<file path="src/rtl/lpb_pkg.sv">
package lpb_pkg;

    typedef enum logic [1:0] {
        PH_IDLE  = 2'd0,
        PH_SHIFT = 2'd1,
        PH_CAPT  = 2'd2,
        PH_DONE  = 2'd3
    } phase_e;

    // Per-cycle control from the sequencer to the datapath
    typedef struct packed {
        logic init;   // accepted start: reseed and clear
        logic step;   // shift cycle: advance state
    } adv_t;

    localparam logic [15:0] DEF_POLY = 16'h002D;

    // Phase shifter tap index for one chain
    function automatic int tap_idx(input int chain, input int mul, input int off, input int w);
        return (chain * mul + off) % w;
    endfunction

endpackage

</file>
<file path="src/rtl/lpb_lfsr.sv">
module lpb_lfsr
    import lpb_pkg::*;
#(
    parameter int          W    = 16,
    parameter logic [W-1:0] POLY = W'(16'h002D)
) (
    input  logic         clk,
    input  logic         rst,
    input  adv_t         ctl,
    input  logic [W-1:0] seed,
    output logic [W-1:0] state
);
    logic [W-1:0] nxt;

    always_comb begin
        nxt = {state[W-2:0], 1'b0} ^ (state[W-1] ? POLY : '0);
    end

    always_ff @(posedge clk) begin
        if (rst) begin
            state <= W'(1);
        end else if (ctl.init) begin
            state <= (seed == '0) ? W'(1) : seed;
        end else if (ctl.step) begin
            state <= nxt;
        end
    end
endmodule

</file>
<file path="src/rtl/lpb_phase_shift.sv">
module lpb_phase_shift
    import lpb_pkg::*;
#(
    parameter int W = 16,
    parameter int K = 4
) (
    input  logic [W-1:0] src,
    output logic [K-1:0] bits
);
    for (genvar g = 0; g < K; g++) begin : g_tap
        localparam int TA = tap_idx(g, 1, 0, W);
        localparam int TB = tap_idx(g, 3, 7, W);
        localparam int TC = tap_idx(g, 5, 11, W);
        assign bits[g] = src[TA] ^ src[TB] ^ src[TC];
    end
endmodule

</file>
<file path="src/rtl/lpb_smoother.sv">
module lpb_smoother
    import lpb_pkg::*;
#(
    parameter int H = 2
) (
    input  logic clk,
    input  logic rst,
    input  adv_t ctl,
    input  logic din,
    output logic q
);
    localparam int CW = (H > 1) ? $clog2(H) : 1;
    localparam logic [CW-1:0] LAST = CW'(H - 1);

    logic [CW-1:0] cnt;

    always_ff @(posedge clk) begin
        if (rst || ctl.init) begin
            cnt <= '0;
            q   <= 1'b0;
        end else if (ctl.step) begin
            if (din == q) begin
                if (cnt != '0) cnt <= cnt - 1'b1;
            end else if (cnt == LAST) begin
                q   <= ~q;
                cnt <= '0;
            end else begin
                cnt <= cnt + 1'b1;
            end
        end
    end
endmodule

</file>
<file path="src/rtl/lpb_misr.sv">
module lpb_misr
    import lpb_pkg::*;
#(
    parameter int           W    = 16,
    parameter int           K    = 4,
    parameter logic [W-1:0] POLY = W'(16'h002D)
) (
    input  logic         clk,
    input  logic         rst,
    input  adv_t         ctl,
    input  logic [K-1:0] din,
    output logic [W-1:0] sig
);
    logic [W-1:0] nxt;

    always_comb begin
        nxt = {sig[W-2:0], 1'b0} ^ (sig[W-1] ? POLY : '0) ^ W'(din);
    end

    always_ff @(posedge clk) begin
        if (rst || ctl.init) begin
            sig <= '0;
        end else if (ctl.step) begin
            sig <= nxt;
        end
    end
endmodule

</file>
<file path="src/rtl/lpb_ctrl.sv">
module lpb_ctrl
    import lpb_pkg::*;
#(
    parameter int LEN = 8,
    parameter int TLW = 18
) (
    input  logic           clk,
    input  logic           rst,
    input  logic           start,
    input  logic [TLW-1:0] test_len,
    output adv_t           ctl,
    output phase_e         phase
);
    localparam int SW = (LEN > 1) ? $clog2(LEN) : 1;
    localparam logic [SW-1:0] SH_LAST = SW'(LEN - 1);

    logic [SW-1:0]  sh_cnt;
    logic [TLW-1:0] pat_cnt;
    logic [TLW-1:0] len_q;
    logic           accept;

    assign accept   = start && (phase == PH_IDLE || phase == PH_DONE);
    assign ctl.init = accept;
    assign ctl.step = (phase == PH_SHIFT);

    always_ff @(posedge clk) begin
        if (rst) begin
            phase   <= PH_IDLE;
            sh_cnt  <= '0;
            pat_cnt <= '0;
            len_q   <= '0;
        end else begin
            unique case (phase)
                PH_IDLE, PH_DONE: begin
                    if (accept) begin
                        phase   <= PH_SHIFT;
                        sh_cnt  <= '0;
                        pat_cnt <= '0;
                        len_q   <= test_len;
                    end
                end
                PH_SHIFT: begin
                    if (sh_cnt == SH_LAST) begin
                        sh_cnt <= '0;
                        phase  <= (pat_cnt == len_q) ? PH_DONE : PH_CAPT;
                    end else begin
                        sh_cnt <= sh_cnt + 1'b1;
                    end
                end
                PH_CAPT: begin
                    pat_cnt <= pat_cnt + 1'b1;
                    phase   <= PH_SHIFT;
                end
                default: phase <= PH_IDLE;
            endcase
        end
    end
endmodule

</file>
<file path="src/rtl/lpbist_path.sv">
module lpbist_path
    import lpb_pkg::*;
#(
    parameter int                NUM_CHAINS   = 4,
    parameter int                CHAIN_LEN    = 8,
    parameter int                TL_W         = 18,
    parameter int                LFSR_W       = 16,
    parameter logic [LFSR_W-1:0] POLY         = LFSR_W'(DEF_POLY),
    parameter int                SMOOTH_DEPTH = 2
) (
    input  logic                  clk,
    input  logic                  rst,
    input  logic                  start,
    input  logic [TL_W-1:0]       test_len,
    input  logic [LFSR_W-1:0]     seed,
    input  logic [NUM_CHAINS-1:0] scan_out,
    output logic                  scan_en,
    output logic [NUM_CHAINS-1:0] scan_in,
    output logic [LFSR_W-1:0]     signature,
    output logic                  done
);
    adv_t                  ctl;
    phase_e                phase;
    logic [LFSR_W-1:0]     gen_state;
    logic [NUM_CHAINS-1:0] raw_bits;
    logic                  run_init;

    assign run_init = ctl.init;
    assign scan_en  = (phase == PH_SHIFT);
    assign done     = (phase == PH_DONE);

    lpb_ctrl #(.LEN(CHAIN_LEN), .TLW(TL_W)) u_ctrl (
        .clk(clk), .rst(rst), .start(start), .test_len(test_len),
        .ctl(ctl), .phase(phase)
    );

    lpb_lfsr #(.W(LFSR_W), .POLY(POLY)) u_gen (
        .clk(clk), .rst(rst), .ctl(ctl), .seed(seed), .state(gen_state)
    );

    lpb_phase_shift #(.W(LFSR_W), .K(NUM_CHAINS)) u_pshift (
        .src(gen_state), .bits(raw_bits)
    );

    for (genvar c = 0; c < NUM_CHAINS; c++) begin : g_chain
        lpb_smoother #(.H(SMOOTH_DEPTH)) u_smooth (
            .clk(clk), .rst(rst), .ctl(ctl), .din(raw_bits[c]), .q(scan_in[c])
        );
    end

    lpb_misr #(.W(LFSR_W), .K(NUM_CHAINS), .POLY(POLY)) u_misr (
        .clk(clk), .rst(rst), .ctl(ctl), .din(scan_out), .sig(signature)
    );
endmodule

</file>
<file path="config.mk">
export PLATFORM = sky130hd
export DESIGN_NAME = lpbist_path
export DESIGN_NICKNAME = d
export VERILOG_FILES = /design/src/rtl/lpb_pkg.sv /design/src/rtl/lpb_lfsr.sv /design/src/rtl/lpb_phase_shift.sv /design/src/rtl/lpb_smoother.sv /design/src/rtl/lpb_misr.sv /design/src/rtl/lpb_ctrl.sv /design/src/rtl/lpbist_path.sv
export SDC_FILE = /design/constraint.sdc
export NUM_CORES = 1
export LEC_CHECK = 0
export CAP_MARGIN = 5
export CORE_AREA = 4 4 104 106
export DETAILED_ROUTE_END_ITERATION = 6
export DIE_AREA = 0 0 108 110
export SYNTH_ARGS = -nofsm -noshare
export SYNTH_HDL_FRONTEND = slang
export SYNTH_SLANG_ARGS = --single-unit
</file>
<file path="constraint.sdc">
create_clock -name clk -period 2.56 [get_ports clk]
set_input_delay 0.384 -clock clk [delete_from_list [all_inputs] [get_ports clk]]
set_output_delay 0.384 -clock clk [all_outputs]
set_load 0.05 [all_outputs]
</file>
== Word-level counts from Yosys, hierarchy flattened ==
Index checks and enable logic that the tools add are counted.
Word-level totals
  bits in registers: 81
  input port bits: 41
  output and inout bits: 22
  word-level logic and storage cells: 97
Cells by class
  add/sub/neg operators: 10
  eq/ne operators: 11
  multiplexer cells: 26
  bitwise gates (word level): 19
  reductions and logical operators: 17
Operator list (count)
  2-to-1 mux 16 bit: 3
  case mux 18 bit (2 select lines): 1
  XOR 16 bit: 2
  adder 18 x 1 -> 18 bit (second input constant): 1
  equality test 18 bit: 1
  2-to-1 mux 18 bit: 1
  zero test 16 bit: 1
  XOR 16 x 4 -> 16 bit: 1
  2-to-1 mux 1 bit: 13
  2-to-1 mux 6 bit: 2
  AND reduction 3 bit: 4
  inverter 1 bit: 8
  AND reduction 2 bit: 4
  XOR 1 bit: 8
  2-to-1 mux 3 bit: 2
  case mux 2 bit (3 select lines): 1
  case mux 3 bit (2 select lines): 1
  nonzero test 2 bit: 3
  adder 1 bit (second input constant): 4
  equality test 1 bit: 4
  equality test 2 bit (second input constant): 2
  2-to-1 mux 2 bit: 2
  subtractor 1 bit (second input constant): 4
  adder 3 x 1 -> 3 bit (second input constant): 1
  8 further kinds: 9

== Logic depth before layout (Yosys ltp) ==
  depth in word-level cells: 5
  gate-level depth with buffers: 8
  mapped depth without buffers: 6

== Modules after synthesis ==
Synthesis repeated with hierarchy kept, for this count alone.
Unflattened totals
  cells, all modules: 423
  area total of the unflattened synthesis: 3960.0 um^2
By module, submodules not included
  lpb_ctrl: times used 1, cells each 230, area an instance 1938.1 um^2, seq. area each 820.8 um^2
  lpb_lfsr: times used 1, cells each 82, area an instance 794.5 um^2, seq. area each 320.3 um^2
  lpb_misr: times used 1, cells each 69, area an instance 726.9 um^2, seq. area each 320.3 um^2
  lpb_smoother: times used 4, cells each 9, area an instance 96.3 um^2, seq. area each 40.0 um^2
  lpb_phase_shift: times used 1, cells each 4, area an instance 98.8 um^2, seq. area each 0.0 um^2
  lpbist_path: times used 1, cells each 2, area an instance 16.3 um^2, seq. area each 0.0 um^2

== Worst setup path after synthesis ==
Ideal clock, no wire load.
  path type: register to register
  start point: register u_ctrl.phase[0]
  end point: register u_ctrl.pat_cnt[15]
  setup time: 0.071 ns
  data arrival time: 2.202 ns
  data required time: 2.489 ns
  setup slack: 0.287 ns
  cell stages (with the launch flop): 9
  buffers on the path: 2
  clock period less this slack: 2.273 ns
  path through: dfxtp_1 inv_1 ha_1 buf_4 mux2i_2 or4_4 buf_6 or4_1 a21oi_1
On the way
  cells in the longest elaborated chain, start to end: 5
  elaborated cells on any way between the ends: 10
  those cells by class: eq/ne: 3; mux: 1; reduce/logical: 6
Ends and longest elaborated chain
  from (decl): RTL line lpb_ctrl.sv:12  | output phase_e phase
  from (signal assigned): RTL line lpb_ctrl.sv:45  | phase <= (pat_cnt == len_q) ? PH_DONE : PH_CAPT;
  equality test 2 bit / zero test 2 bit (equally long branches): RTL line lpb_ctrl.sv:22, lpb_ctrl.sv:33
  logical OR 1 bit: RTL line lpb_ctrl.sv:22  | assign accept = start && (phase == PH_IDLE || phase == PH_DONE);
  logical AND 1 bit: RTL line lpb_ctrl.sv:22
  != test 2 bit (no source line)
  AND reduction 2 bit (no source line)
  to (signal assigned): RTL line lpb_ctrl.sv:51  | pat_cnt <= pat_cnt + 1'b1;
  to (decl): RTL line lpb_ctrl.sv:18  | logic [TLW-1:0] pat_cnt;
Several ways; a longest one is shown, not always the timed one.
A chain may end at the register's enable or synchronous reset.

== Worst setup path in the final report ==
  start point: register u_ctrl.phase[0]
  end point: register u_ctrl.pat_cnt[16]
The elaborated chain is that of the path after synthesis.

==> run summary <==
Status - completed
Worst min-delay path startpoint - u_ctrl.sh_cnt[1]
Setup crit end kind - flop
Hold/Removal Path Class - flop to flop
Met2 Usage GRT - 0.2540
Vias per inst - 5.013
Cell Pwr Density - 658.8 nW/um2
DIE AREA - 11,880 um2
Clock Latency Late Sink - 360 ps
Post-CTS Resized - 0
CTS H-tree lvls - 3
Final hold slack - 468.6 ps
Final Critical Period - 2377 ps
Final worst path period share - 0.9287
Total track usage - 0.1532
Post-CTS Setup Bufs - 0
Async set-reset flop share out of synthesis - 0
Per-cell routed wire length - 13.62 um
Worst path most repeated cell - or4_1
Die height - 110 um
Synth area leaders - dfxtp_1 42%, xnor2_1 9.2%, mux2i_1 6.4%
Worst stage delay on the critical path - 660 ps
Initial Util - 0.3976
Syn avg cell area - 8.617 um2
Final setup TNS - 0 ps
Sink Count - 81
DRT antenna net count - 0
Met1 usage - 0.1933
# IOs - 63
Final Skew - 10.05 ps
Placed instance count - 610
Hold_buf cts - 0
Nets - 535
CTS Buf Count - 9
# diodes - 0
CP Data Arrival Time - 2660 ps
Seq/Total Area, Yosys - 0.4173
Measured slew at the worst slew-check pin - 510.4 ps
EDFF count, synth - 0
Filler cell count - 980
Vias - 3,138
Worst Path Required - 2840 ps
Final non-filler cell total - 626
Global routing met3 resource utilization - 0.03786
MaxCap Viol Count - 0
Most common cell in the netlist - dfxtp_1
Rows - 36
RD Place Congestion - 0.7606
Synthesized cell area - 3886 um2
Critical path class - flop to flop
Overflow after GRT - 0
Peak Freq - 420.6 MHz
Clock transition at path regs - 90 ps
Maximum VDD drop - 0.2966 mV
Layout area overhead - 20.90%
Routed WL - 8526 um
Power, Total - 0.003095 W
Initial DRT Pass Iterations - 4
Critical Path Fanout Max - 10
First-pass GRT wire length - 14,550 um
Max Slew Vio Count - 0
Slew HR - 0.6587
CP startpoint - u_ctrl.phase[0]
Synth area leader - dfxtp_1
Clock Path Buffers - 2
Post-synthesis cell type count - 39
Top Family by Delay on Critical Path - simple AND/OR/NAND/NOR gates
GRT busiest layer - met2
Starting DRT DRC Count - 133
Top FF cell, synth - dfxtp_1
Initial antenna violation count - 0
Unrepaired setup endpoints after global routing - no
Slowest CP cell - or4_1
Warnings, synthesis - 0
Final hold violations - 0
#FFs+latches synth - 81
R2R Setup Slk - 180 ps
Top cell types by occurrence after synthesis - 81 x dfxtp_1, 50 x nand2_1, 49 x nor2_1
I/O Buffers - 62
Crit-path cells - inv_1 > ha_1 > mux2i_2 > or4_1 > or4_1 > a21oi_1
Die Wd - 108 um
DRC errors left - 0
Core Region - 9774 um2
HPWL Detailed - 6106 um
Yosys top cell area share - 0.4173
Largest net degree at the start of global routing - 43
LEAKAGE - 1.606 nW
CTS Root Cell - clkbuf_8
Worst r2r src - u_ctrl.phase[0]
CP bufs+invs - 1
Syn_nets - 498
TritonCTS clock tree - yes
CP startpoint kind - flop
Synth Instances - 451
Final Setup Violations - 0
Share of cells above drive strength 1 - 0.06085
Number of global-route vias before repair - 3,117
## cells by family after synthesis
group | count (synthesis) | synth area share
AND/OR/NAND/NOR | 154 | 0.1877
multiplexers | 26 | 0.06793
adder cells (fa/ha/maj) | 6 | 0.01932
flip-flops | 81 | 0.4173
buffers and inverters | 53 | 0.06890
AO/OA/AOI/OAI | 87 | 0.1397
XOR/XNOR | 44 | 0.09916
## stage by stage
step                area [um2]  setup WS (ps)    util
global route              4698          78.15  0.4807
CTS                       4698          166.9  0.4807
global placement          4503          198.8  0.4607
floorplan                 3886          287.0       -
detailed placement        4503          147.2  0.4607
finish                    4698          182.6  0.4807
## placed cells by master (no fill, tap or decap), types with 3 or more instances in the layout
cell type,synthesis,final
a211oi_1,19,19
a21oi_1,41,41
a31oi_1,4,4
a41o_1,4,4
buf_4,16,10
clkbuf_8,0,9
clkdlybuf4s50_1,0,61
dfxtp_1,81,81
ha_1,6,5
inv_1,8,8
mux2i_1,25,25
nand2_1,50,50
nand2b_1,9,9
nand3_1,4,4
nand3b_1,4,4
nand4_1,7,7
nor2_1,49,49
nor3_1,4,4
nor4_1,6,6
o21ai_0,7,7
o31ai_1,5,5
or3_1,6,6
or4_1,7,7
xnor2_1,41,41
xor2_1,3,3
## cell type report
class | instances | area, um2 | area share
Multi-Input combinational cell | 317 | 1999 | 0.4256
Sequential cell | 81 | 1622 | 0.3451
Timing Repair Buffer | 71 | 685.7 | 0.1459
Tap cell | 133 | 166.4 | 0.03542
Clock buffer | 10 | 127.6 | 0.02716
Clock inverter | 6 | 67.56 | 0.01438
Inverter | 8 | 30.03 | 0.006391
## registers in the layout, summed over array words and instances, names as in the netlist
register	cells
g_chain.u_smooth.cnt	4
u_ctrl.phase	2
g_chain.u_smooth.q	4
u_ctrl.sh_cnt	3
u_ctrl.len_q	18
u_misr.sig	16
u_gen.state	16
u_ctrl.pat_cnt	18
## path summary, 6_finish.rpt
check / endpoint / cells past startpoint
worst min register to register: u_ctrl.sh_cnt[1] / 2
worst max-delay path: u_ctrl.pat_cnt[16] / 6
worst min-delay path: u_ctrl.sh_cnt[1] / 2
worst max register to register: u_ctrl.pat_cnt[16] / 6
## worst min-delay path, stage by stage, from the launching register on
cell     delay, ps
dfxtp_1        320
nand2_1         50
a21oi_1         50
## routing by layer
| metal | wire length, um | share of wire | up-vias |
|---|---|---|---|
| li1 | - | - | 1619 |
| met1 | 3932 | 0.46 | 1458 |
| met2 | 4111 | 0.48 | 51 |
| met3 | 336 | 0.039 | 10 |
| met4 | 146 | 0.017 | 0 |
| met5 | 0 | 0 | - |
## where the power goes
part	internal [W]	total, W	switching (W)
logic	0.000323	0.000725	0.000402
registers	0.00135	0.00143	0.0000800
clock network	0.000454	0.000936	0.000482
Power figures use the tool's default switching activity.
